[src/rtl/pfc_pkg.sv]
package pfc_pkg;

   typedef enum logic [1:0] {
      FK_NONE = 2'd0,
      FK_DATA = 2'd1,
      FK_XOFF = 2'd2,
      FK_XON  = 2'd3
   } frame_kind_e;

   typedef enum logic [1:0] {
      WM_IDLE,
      WM_XOFF_PEND,
      WM_HELD,
      WM_XON_PEND
   } wm_state_e;

endpackage

[src/rtl/pfc_pause_timer.sv]
module pfc_pause_timer #(
   parameter int QW = 16
) (
   input  logic          clk,
   input  logic          rst_n,
   input  logic          tick,
   input  logic          load,
   input  logic [QW-1:0] load_val,
   output logic [QW-1:0] cnt_o,
   output logic          paused_o
);

   logic [QW-1:0] cnt_q;

   // a load always wins over a tick in the same cycle; zero load cancels
   always_ff @(posedge clk) begin
      if (!rst_n) begin
         cnt_q <= '0;
      end else if (load) begin
         cnt_q <= load_val;
      end else if (tick && (cnt_q != '0)) begin
         cnt_q <= cnt_q - 1'b1;
      end
   end

   assign cnt_o    = cnt_q;
   assign paused_o = (cnt_q != '0);

endmodule

[src/rtl/pfc_watermark.sv]
module pfc_watermark
   import pfc_pkg::*;
#(
   parameter int LW = 12
) (
   input  logic          clk,
   input  logic          rst_n,
   input  logic [LW-1:0] level,
   input  logic [LW-1:0] thr_hi,
   input  logic [LW-1:0] thr_lo,
   input  logic          grant_xoff,
   input  logic          grant_xon,
   output logic          req_xoff,
   output logic          req_xon
);

   wm_state_e state_q, state_d;

   always_comb begin
      state_d = state_q;
      unique case (state_q)
         WM_IDLE:      if (level >= thr_hi) state_d = WM_XOFF_PEND;
         WM_XOFF_PEND: if (grant_xoff)      state_d = WM_HELD;
         WM_HELD:      if (level < thr_lo)  state_d = WM_XON_PEND;
         WM_XON_PEND:  if (grant_xon)       state_d = WM_IDLE;
         default:                           state_d = WM_IDLE;
      endcase
   end

   always_ff @(posedge clk) begin
      if (!rst_n) state_q <= WM_IDLE;
      else        state_q <= state_d;
   end

   assign req_xoff = (state_q == WM_XOFF_PEND);
   assign req_xon  = (state_q == WM_XON_PEND);

endmodule

[src/rtl/pfc_tx_arbiter.sv]
module pfc_tx_arbiter
   import pfc_pkg::*;
#(
   parameter int QW = 16
) (
   input  logic          clk,
   input  logic          rst_n,
   input  logic          tx_busy,
   input  logic          data_req,
   input  logic          paused,
   input  logic          req_xoff,
   input  logic          req_xon,
   input  logic [QW-1:0] local_time,
   output logic          grant_xoff,
   output logic          grant_xon,
   output logic          go_o,
   output logic [1:0]    kind_o,
   output logic [QW-1:0] time_o
);

   logic          go_q;
   frame_kind_e   kind_q, pick;
   logic [QW-1:0] time_q;
   logic          boundary;

   // one idle cycle after each start lets the transmitter raise busy
   assign boundary = !tx_busy && !go_q;

   always_comb begin
      if (req_xoff)                pick = FK_XOFF;
      else if (req_xon)            pick = FK_XON;
      else if (data_req && !paused) pick = FK_DATA;
      else                         pick = FK_NONE;
   end

   assign grant_xoff = boundary && (pick == FK_XOFF);
   assign grant_xon  = boundary && (pick == FK_XON);

   always_ff @(posedge clk) begin
      if (!rst_n) begin
         go_q   <= 1'b0;
         kind_q <= FK_NONE;
         time_q <= '0;
      end else if (boundary && (pick != FK_NONE)) begin
         go_q   <= 1'b1;
         kind_q <= pick;
         time_q <= (pick == FK_XOFF) ? local_time : '0;
      end else begin
         go_q   <= 1'b0;
         kind_q <= FK_NONE;
         time_q <= '0;
      end
   end

   assign go_o   = go_q;
   assign kind_o = kind_q;
   assign time_o = time_q;

endmodule

[src/rtl/pause_flow_ctrl.sv]
module pause_flow_ctrl #(
   parameter int QUANTA_W = 16,
   parameter int LEVEL_W  = 12
) (
   input  logic                clk,
   input  logic                rst_n,
   input  logic                quanta_tick,
   input  logic                rx_pause_vld,
   input  logic [QUANTA_W-1:0] rx_pause_time,
   input  logic [LEVEL_W-1:0]  buf_level,
   input  logic [LEVEL_W-1:0]  thr_xoff,
   input  logic [LEVEL_W-1:0]  thr_xon,
   input  logic [QUANTA_W-1:0] local_pause_time,
   input  logic                data_req,
   input  logic                tx_busy,
   output logic                tx_go,
   output logic [1:0]          tx_kind,
   output logic [QUANTA_W-1:0] tx_pause_time
);

   if (QUANTA_W < 2) begin : g_bad_quanta_w
      $error("pause_flow_ctrl: QUANTA_W must be at least 2");
   end
   if (LEVEL_W < 2) begin : g_bad_level_w
      $error("pause_flow_ctrl: LEVEL_W must be at least 2");
   end

   logic [QUANTA_W-1:0] pause_cnt;
   logic                paused;
   logic                req_xoff, req_xon;
   logic                grant_xoff, grant_xon;

   pfc_pause_timer #(.QW(QUANTA_W)) u_timer (
      .clk      (clk),
      .rst_n    (rst_n),
      .tick     (quanta_tick),
      .load     (rx_pause_vld),
      .load_val (rx_pause_time),
      .cnt_o    (pause_cnt),
      .paused_o (paused)
   );

   pfc_watermark #(.LW(LEVEL_W)) u_wm (
      .clk        (clk),
      .rst_n      (rst_n),
      .level      (buf_level),
      .thr_hi     (thr_xoff),
      .thr_lo     (thr_xon),
      .grant_xoff (grant_xoff),
      .grant_xon  (grant_xon),
      .req_xoff   (req_xoff),
      .req_xon    (req_xon)
   );

   pfc_tx_arbiter #(.QW(QUANTA_W)) u_arb (
      .clk        (clk),
      .rst_n      (rst_n),
      .tx_busy    (tx_busy),
      .data_req   (data_req),
      .paused     (paused),
      .req_xoff   (req_xoff),
      .req_xon    (req_xon),
      .local_time (local_pause_time),
      .grant_xoff (grant_xoff),
      .grant_xon  (grant_xon),
      .go_o       (tx_go),
      .kind_o     (tx_kind),
      .time_o     (tx_pause_time)
   );

endmodule

[config.mk]
export PLATFORM = sky130hd
export DESIGN_NAME = pause_flow_ctrl
export DESIGN_NICKNAME = d
export VERILOG_FILES = /design/src/rtl/pfc_pkg.sv /design/src/rtl/pfc_pause_timer.sv /design/src/rtl/pfc_watermark.sv /design/src/rtl/pfc_tx_arbiter.sv /design/src/rtl/pause_flow_ctrl.sv
export SDC_FILE = /design/constraint.sdc
export NUM_CORES = 1
export LEC_CHECK = 0
export BUFFER_PORTS_ARGS = -buffer_cell sky130_fd_sc_hd__buf_2
export CAP_MARGIN = 40
export CORE_ASPECT_RATIO = 1.75
export CORE_MARGIN = 4
export CORE_UTILIZATION = 41
export CTS_CLUSTER_SIZE = 8
export DETAILED_ROUTE_END_ITERATION = 10
export GPL_ROUTABILITY_DRIVEN = 0
export HOLD_SLACK_MARGIN = 0.02
export MAX_ROUTING_LAYER = met4
export PLACE_DENSITY = 0.75
export REMOVE_ABC_BUFFERS = 1
export SLEW_MARGIN = 20
export SYNTH_ARGS = -nofsm -noshare
export SYNTH_HDL_FRONTEND = slang
export SYNTH_HIERARCHICAL = 1
export SYNTH_SLANG_ARGS = --single-unit
[constraint.sdc]
create_clock -name clk -period 5.7 [get_ports clk]
set_input_delay 0.57 -clock clk [delete_from_list [all_inputs] [get_ports clk]]
set_output_delay 0.57 -clock clk [all_outputs]
set_load 0.005 [all_outputs]
==> impl_metrics.toml, run 1 <==
[status]
status = "complete, no violations"

[floorplanning]
core_area_um2 = 5300
dieArea_um2 = 6770
start_util = 0.424
row_count = 35
ioPinCount = 93
die_w_um = 63.9
chipHeight_um = 106

[synthesis]
avgSynthCellArea_um2 = 8.84
syn-cell-area_um2 = 2240
synth_area_leader_cell = "dfxtp_1"
synth_common_cells = "dfxtp_1 (37), inv_1 (32), ha_1 (29)"
async_reset_ff_frac = 0
synth.area.top_cells = "dfxtp_1 (33%), ha_1 (16%), a21oi_1 (5.6%)"
synth.distinct_cells = 48
yosysWarnings = 6
synth_top_cell_area_share = 0.330
yosys.cell_count.top_type = "dfxtp_1"
ys_ff_latch = 37
syn-instance-count = 254
synth-main-ff-cell = "dfxtp_1"
synth-edff-count = 0
ys_seq_area_frac = 0.330

[sta]
worstMarginPinSlew_ns = 0.635
slew_viol_final = 0
max_freq_mhz = 436
relSlewSlack = 0.573
rsz0062_at_grt = "false"
period_needed_ns = 2.29
setup_tns_ns = 0
final.period_utilization = 0.402
finalSetupViolations = 0
setup_ws_ns = 3.41
fin_worst_skew_ns = 0.0129
report.final.hold_viol_count = 0

[clock_tree]
cts-root-buf = "clkbuf_8"
cts_resized = 0
cts_tree = "yes"
htreeDepth = 2
cts.sinks = 37
clockBufferDepth = 2
ctsHoldBuffers = 0
path_clk_slew_ns = 0.08
cts_buffers = 5
worstSkewPairLatency_ns = 0.28
post_cts.repair.setup_buffers = 0

[power]
ir_worst_vdd_uv = 172
leakagePower_nw = 1.43
power_density_nw_per_um2 = 270

[global_route]
grt_usage = 0.167
grt_first_pass_wirelength_mm = 8.74
grt_max_degree = 26
grt_overflow = 0
antenna_found_initial = 0
grt_pass1_vias = 2041

[placement]
placedInstanceArea_um2 = 2770
placed_cells = 414
place_ws_ns = 3.43
dp_hpwl_mm = 4.51
port_buffers = 92

[worst_setup_path]
critPathArrivalTime_ns = 2.51
rr_startpoint = "u_timer/cnt_o[0]$_SDFFE_PN0P_"
reg2reg_to = "u_timer/cnt_o[1]$_SDFFE_PN0P_"
critPathLaunchType = "register"
required_ns = 5.92
crit_buf_inv = 2
reg2reg_slack_ns = 3.41
path_max_fanout = 7
cp_top_family = "simple AND/OR/NAND/NOR gates"
crit_slowest_cell = "or4b_2"
critPathCaptureType = "register"
reg2reg_depth = 7
critical_path_class = "register to register"
worstPathCellList = "inv_1 -> ha_1 -> or4b_2 -> nor4_4 -> inv_2 -> a311o_1 -> a21boi_2"
cpPeakStageDelay_ns = 0.64

[route]
vias_per_cell = 4.92
wl_mm = 5.28
antenna_left = 0
vias = 2075
drt_iter0_markers = 139
wl_per_cell_um = 12.5
drt-pass1-iter-count = 4
remaining_drc_errors = 0

[layout]
fin_cells = 422
final_nets = 450
antennaDiodeCount = 0
drive_gt1_frac = 0.339
area_delta_synth_final_pct = 29.4
num-fill-cells = 509
design_area_um2 = 2910
fin_util = 0.548

[hold_path]
hp-class = "input port to register"
min_to = "u_arb/time_o[3]$_SDFF_PN0_"
min_from = "local_pause_time[3]"
worstHoldPathCells = 2

[flow_run]
drv_cap = 0
## worst max path at each step
stage	start	to	depth (start not counted)
after floorplan	u_timer/cnt_o[0]$_SDFFE_PN0P_	u_timer/cnt_o[1]$_SDFFE_PN0P_	7
after global placement	u_timer/cnt_o[0]$_SDFFE_PN0P_	u_timer/cnt_o[1]$_SDFFE_PN0P_	7
after detailed placement	u_timer/cnt_o[0]$_SDFFE_PN0P_	u_timer/cnt_o[1]$_SDFFE_PN0P_	7
after CTS	u_timer/cnt_o[0]$_SDFFE_PN0P_	u_timer/cnt_o[1]$_SDFFE_PN0P_	7
after global routing	u_timer/cnt_o[1]$_SDFFE_PN0P_	u_timer/cnt_o[13]$_SDFFE_PN0P_	8
final	u_timer/cnt_o[0]$_SDFFE_PN0P_	u_timer/cnt_o[1]$_SDFFE_PN0P_	7
## per-stage QoR
step / power, mW / hold slack, ns
floorplan: 0.449 / 0.468
global placement: 0.517 / 0.495
detailed placement: 0.524 / 0.505
CTS: 0.797 / 0.464
global route: 0.840 / 0.471
finish: 0.784 / 0.477
## layout by cell type, fill, tap and decap left out, drive strengths merged, types with 2 or more instances in the layout
cell type	n
xnor2	10
mux2i	2
nor3	9
o21ai	16
a211oi	5
nand2b	5
a21boi	3
ha	29
or4	3
dfxtp	37
clkbuf	5
nand2	10
buf	92
nand4	2
nand3	3
nor4	6
o31ai	2
bufinv	2
and2	16
and4bb	2
a21oi	25
o211a	2
nor2	7
inv	34
or3	7
## layer usage
metal | share of wire | track usage | vias up
li1 | - | - | 1080
met1 | 0.36 | 0.165 | 923
met2 | 0.57 | 0.312 | 64
met3 | 0.056 | 0.0256 | 8
met4 | 0.016 | 0.0742 | 0
met5 | 0 | - | -
## cells by family after synthesis
logic type,after synthesis,synth area share
mux,2,0.00892
flops,37,0.330
simple gates,75,0.213
compound gates,62,0.178
xor+xnor,10,0.0390
buf+inv,39,0.0686
fa+ha+maj,29,0.162
## worst reg2reg max path: stages (launching register included)
cell      delay [ns]
dfxtp_1         0.34
inv_1           0.06
ha_1            0.21
or4b_2          0.64
nor4_4          0.35
inv_2           0.12
a311o_1         0.38
a21boi_2        0.13
## state kept, by name, summed over array words and instances, names as in the netlist
signal         cells
u_arb/time_o      16
u_timer/cnt_o     16
u_wm/state_q       2
u_arb/go_o         1
u_arb/kind_o       2
## where the power goes
part	switching (mW)	total [mW]	internal, mW
sequential	0.0203	0.305	0.285
combinational	0.105	0.210	0.105
clock	0.0926	0.269	0.176
total	0.218	0.784	0.566
## area by class of cell
cell class | instances | area (µm²) | share of cell area
flip-flops and latches | 37 | 741 | 0.255
well taps | 74 | 92.6 | 0.0319
multi-input cells | 178 | 1350 | 0.465
clock inverters | 3 | 68.8 | 0.0237
clock buffers | 5 | 68.8 | 0.0237
repair buffers | 92 | 460 | 0.158
inverters | 33 | 124 | 0.0426
No activity file was read; power rests on OpenSTA's default activity.
==> inputs of run 2 (changes only) <==
clock period = 2.2 ns   (was 5.7 ns; I/O delays follow)
==> run 2 against run 1 <==
Net effect: worst setup slack worse by 3.3 ns; first-iteration DRC count is 32% lower; via count is 1.4% higher; sequential power grew to 2.6 times the previous value; core utilization is 0.50 points lower; count of clock-buffer cells in the layout is 1 higher; global-route usage is 0.46 points higher; largest cell class unchanged; sequential share of layout area is 0.23 points higher; critical endpoint unchanged; flip-flop and latch count stayed put.
==> impl_metrics.toml, run 2 (synthesis results as in run 1) <==
[route]
wl_mm = 5.48
antenna_left = 0
wl_per_cell_um = 13.0
drt-pass1-iter-count = 4
vias_per_cell = 4.98
vias = 2105
drt_iter0_markers = 94
remaining_drc_errors = 0

[floorplanning]
chipHeight_um = 106
ioPinCount = 93
dieArea_um2 = 6770
core_area_um2 = 5300
row_count = 35
die_w_um = 63.9
start_util = 0.424

[worst_setup_path]
critPathLaunchType = "register"
cpPeakStageDelay_ns = 0.49
required_ns = 2.42
path_max_fanout = 6
crit_buf_inv = 2
worstPathCellList = "inv_1 -> ha_2 -> or4b_4 -> nor4_4 -> inv_2 -> a311o_1 -> a21boi_2"
critical_path_class = "register to register"
critPathCaptureType = "register"
cp_top_family = "simple AND/OR/NAND/NOR gates"
critPathArrivalTime_ns = 2.30
crit_slowest_cell = "or4b_4"

[placement]
dp_hpwl_mm = 4.57
placedInstanceArea_um2 = 2780
place_ws_ns = 0.107
port_buffers = 92
placed_cells = 416

[layout]
drive_gt1_frac = 0.344
antennaDiodeCount = 0
final_nets = 452
design_area_um2 = 2880
layout_common_cells = "buf_2 (92), dfxtp_1 (37), inv_1 (32)"
fin_cells = 423
layout_commonest_cell = "buf_2"
num-fill-cells = 511
area_delta_synth_final_pct = 28.3

[sta]
final.period_utilization = 0.947
max_freq_mhz = 480
relSlewSlack = 0.527
worstMarginPinSlew_ns = 0.705
slew_viol_final = 0
report.final.hold_viol_count = 0
rsz0062_at_grt = "false"
period_needed_ns = 2.08
finalSetupViolations = 0
setup_ws_ns = 0.117
fin_worst_skew_ns = 0.00509
setup_tns_ns = 0

[global_route]
grt_max_degree = 26
grt_usage = 0.171
grt_pass1_vias = 2051
grt_overflow = 0
grt_first_pass_wirelength_mm = 8.98
antenna_found_initial = 0

[clock_tree]
clockBufferDepth = 2
cts-root-buf = "clkbuf_8"
cts_resized = 0
ctsHoldBuffers = 0
cts.sinks = 37
worstSkewPairLatency_ns = 0.28
cts_buffers = 5
htreeDepth = 2
path_clk_slew_ns = 0.07
cts_tree = "yes"
post_cts.repair.setup_buffers = 0

[power]
ir_worst_vdd_uv = 313
leakagePower_nw = 1.42
power_density_nw_per_um2 = 633

[flow_run]
drv_cap = 0

[status]
status = "complete, no violations"

[hold_path]
hp-class = "input port to register"
==> run 2: report_power, final <==
part	total, mW	leakage (nW)	switching, mW	internal (mW)
registers	0.794	0.304	0.0552	0.739
logic	0.554	1.07	0.279	0.275
clock network	0.475	0.0433	0.227	0.247
total	1.82	1.42	0.562	1.26
==> run 2: per-stage QoR <==
step	power, mW	utilization	hold slack [ns]
final	1.82	0.543	0.130
after global routing	1.96	0.543	0.116
after CTS	1.85	0.542	0.119
after detailed placement	1.36	0.525	0.422
after global placement	1.34	0.525	0.420
after floorplan	1.16	-	0.342
==> run 2: per-layer routing <==
layer  GRT usage  vias to the layer above  wire (µm)  part of all wire
met3      0.0299                       10        281             0.051
met2       0.306                       67       3000              0.55
met4      0.0788                        0        124             0.023
li1            -                     1078          -                 -
met5           -                        -          0                 0
met1       0.179                      950       2080              0.38
==> run 2: final timing paths <==
check / start / end / slack (ns) / cells past startpoint
min reg2reg: u_wm/state_q[1]$_SDFFE_PN0P_ / u_wm/state_q[1]$_SDFFE_PN0P_ / 0.51 / 2
max: u_timer/cnt_o[0]$_SDFFE_PN0P_ / u_timer/cnt_o[1]$_SDFFE_PN0P_ / 0.12 / 7
max reg2reg: u_timer/cnt_o[0]$_SDFFE_PN0P_ / u_timer/cnt_o[1]$_SDFFE_PN0P_ / 0.12 / 7
min: local_pause_time[11] / u_arb/time_o[11]$_SDFF_PN0_ / 0.13 / 2
==> run 2: area by class of cell <==
class	count	area, µm²	share of cell area
inverters	33	124	0.0430
flip-flops and latches	37	741	0.257
repair buffers	94	475	0.165
clock inverters	1	7.51	0.00261
clock buffers	6	82.6	0.0287
well taps	74	92.6	0.0322
multi-input cells	178	1360	0.471
==> inputs of run 3 (changes only) <==
PLACE_DENSITY = 0.78   (was 0.75)
clock period = 1.9 ns   (was 2.2 ns; I/O delays follow)
==> run 3 against run 2 <==
Net effect: the flow now finishes with violations (setup timing); power rose by 26%; worst hold slack got worse by 0.031 ns; wire length rose by 8.0%; first-iteration DRC count rose by 24%; flip-flop and latch count did not move; clock skew rose by 0.0063 ns; global-route usage rose by 0.68 points; die area did not move; critical path depth fell by 2; maximum frequency rose by 8.8%; sequential power rose by 14%; largest power group unchanged.
==> impl_metrics.toml, run 3 (synthesis results as in run 1) <==
[status]
status = "finished with violations"
violations = "setup timing"

[global_route]
grt_overflow = 0
grt_pass1_vias = 2292
grt_usage = 0.178
grt_max_degree = 26
grt_first_pass_wirelength_mm = 9.46
antenna_found_initial = 0

[power]
leakagePower_nw = 1.51
ir_worst_vdd_uv = 373
power_density_nw_per_um2 = 748

[route]
drt_iter0_markers = 117
drt-pass1-iter-count = 4
antenna_left = 0
vias_per_cell = 5.10
remaining_drc_errors = 0
wl_per_cell_um = 13.6
wl_mm = 5.92
vias = 2229

[placement]
dp_hpwl_mm = 4.88
placedInstanceArea_um2 = 2890
port_buffers = 92
place_ws_ns = -0.132
placed_cells = 430

[sta]
final.period_utilization = 1.01
setup_ws_ns = -0.0142
relSlewSlack = 0.550
slew_viol_final = 0
finalSetupViolations = 2
fin_worst_skew_ns = 0.0114
rsz0062_at_grt = "true"
worstMarginPinSlew_ns = 0.675
max_freq_mhz = 522
report.final.hold_viol_count = 0
hold_ws_ns = 0.0991
period_needed_ns = 1.91

[floorplanning]
ioPinCount = 93
chipHeight_um = 106
core_area_um2 = 5300
die_w_um = 63.9
start_util = 0.424
dieArea_um2 = 6770
row_count = 35

[clock_tree]
clockBufferDepth = 2
cts_buffers = 5
cts-root-buf = "clkbuf_8"
worstSkewPairLatency_ns = 0.28
post_cts.repair.setup_buffers = 0
cts_tree = "yes"
htreeDepth = 2
path_clk_slew_ns = 0.08
cts.sinks = 37
ctsHoldBuffers = 0

[worst_setup_path]
path_max_fanout = 6
crit_buf_inv = 0
critPathArrivalTime_ns = 2.06
critPathCaptureType = "register"
cpPeakStageDelay_ns = 0.58
crit_end = "u_timer/cnt_o[12]$_SDFFE_PN0P_"
crit_slowest_cell = "or4_4"
critPathLaunchType = "register"
path_depth = 5
required_ns = 2.04
critical_path_class = "register to register"
startpoint = "u_timer/cnt_o[7]$_SDFFE_PN0P_"
reg2reg_depth = 5
reg2reg_slack_ns = -0.01
cp_top_family = "simple AND/OR/NAND/NOR gates"
reg2reg_to = "u_timer/cnt_o[12]$_SDFFE_PN0P_"
worstPathCellList = "or4_4 -> or3_4 -> nor4_4 -> xnor2_1 -> a21oi_1"
rr_startpoint = "u_timer/cnt_o[7]$_SDFFE_PN0P_"

[hold_path]
hp-class = "input port to register"

[layout]
layout_common_cells = "buf_2 (92), dfxtp_1 (35), inv_1 (30)"
area_delta_synth_final_pct = 37.0
num-fill-cells = 512
final_nets = 466
regArea_um2 = 743
layout_commonest_cell = "buf_2"
drive_gt1_frac = 0.405
design_area_um2 = 3080
fin_cells = 437
antennaDiodeCount = 0
fin_util = 0.580
multiInputGateArea_um2 = 1430

[flow_run]
drv_cap = 0
-- run 3: changes by cell type in the layout (fill, tap and decap cells not counted), sizes merged --
cell	previous run	this run
bufinv	0	1
buf	94	108
clkbuf	6	5
clkinv	0	1
clkinvlp	1	0
-- run 3: worst min path at each step --
| stage | startpoint | to | slack, ns | cells past startpoint |
|---|---|---|---|---|
| 2_1_floorplan | local_pause_time[0] | u_arb/time_o[0]$_SDFF_PN0_ | 0.31 | 1 |
| 3_3_place_gp | local_pause_time[12] | u_arb/time_o[12]$_SDFF_PN0_ | 0.39 | 2 |
| 3_5_place_dp | local_pause_time[6] | u_arb/time_o[6]$_SDFF_PN0_ | 0.39 | 2 |
| 4_1_cts | local_pause_time[9] | u_arb/time_o[9]$_SDFF_PN0_ | 0.09 | 2 |
| 5_1_grt | local_pause_time[8] | u_arb/time_o[8]$_SDFF_PN0_ | 0.1 | 2 |
| 6_report | local_pause_time[9] | u_arb/time_o[9]$_SDFF_PN0_ | 0.1 | 2 |
-- run 3: through the flow --
stage	total power, mW	TNS (ns)
finish	2.30	-0.0156
detailed placement	1.64	-0.887
CTS	2.30	-0.105
global route	2.45	-0.568
global placement	1.61	-0.474
floorplan	1.35	-0.717
-- run 3: layout make-up --
type                            instances  share of cell area
Multi-Input combinational cell        178               0.465
Clock inverter                          2              0.0114
Inverter                               33              0.0403
Tap cell                               74              0.0301
Sequential cell                        37               0.242
Timing Repair Buffer                  108               0.189
Clock buffer                            5              0.0224
-- run 3: timing repair --
item | in CTS | in global routing
endpoints found under the setup margin | 12 | 13
pin swaps | 0 | 8
gates resized for setup | 6 | 15
-- run 3: report_power, final --
| group | leakage [nW] | switching, mW | internal (mW) | total, mW |
|---|---|---|---|---|
| logic | 1.15 | 0.378 | 0.377 | 0.755 |
| registers | 0.304 | 0.0487 | 0.856 | 0.905 |
| clock network | 0.0540 | 0.260 | 0.381 | 0.641 |
-- run 3: layer usage --
metal / routed length [µm] / share of wire / GRT usage
met5: 0 / 0 / -
met4: 143 / 0.024 / 0.0757
met3: 350 / 0.059 / 0.0309
met2: 3340 / 0.56 / 0.337
met1: 2080 / 0.35 / 0.172
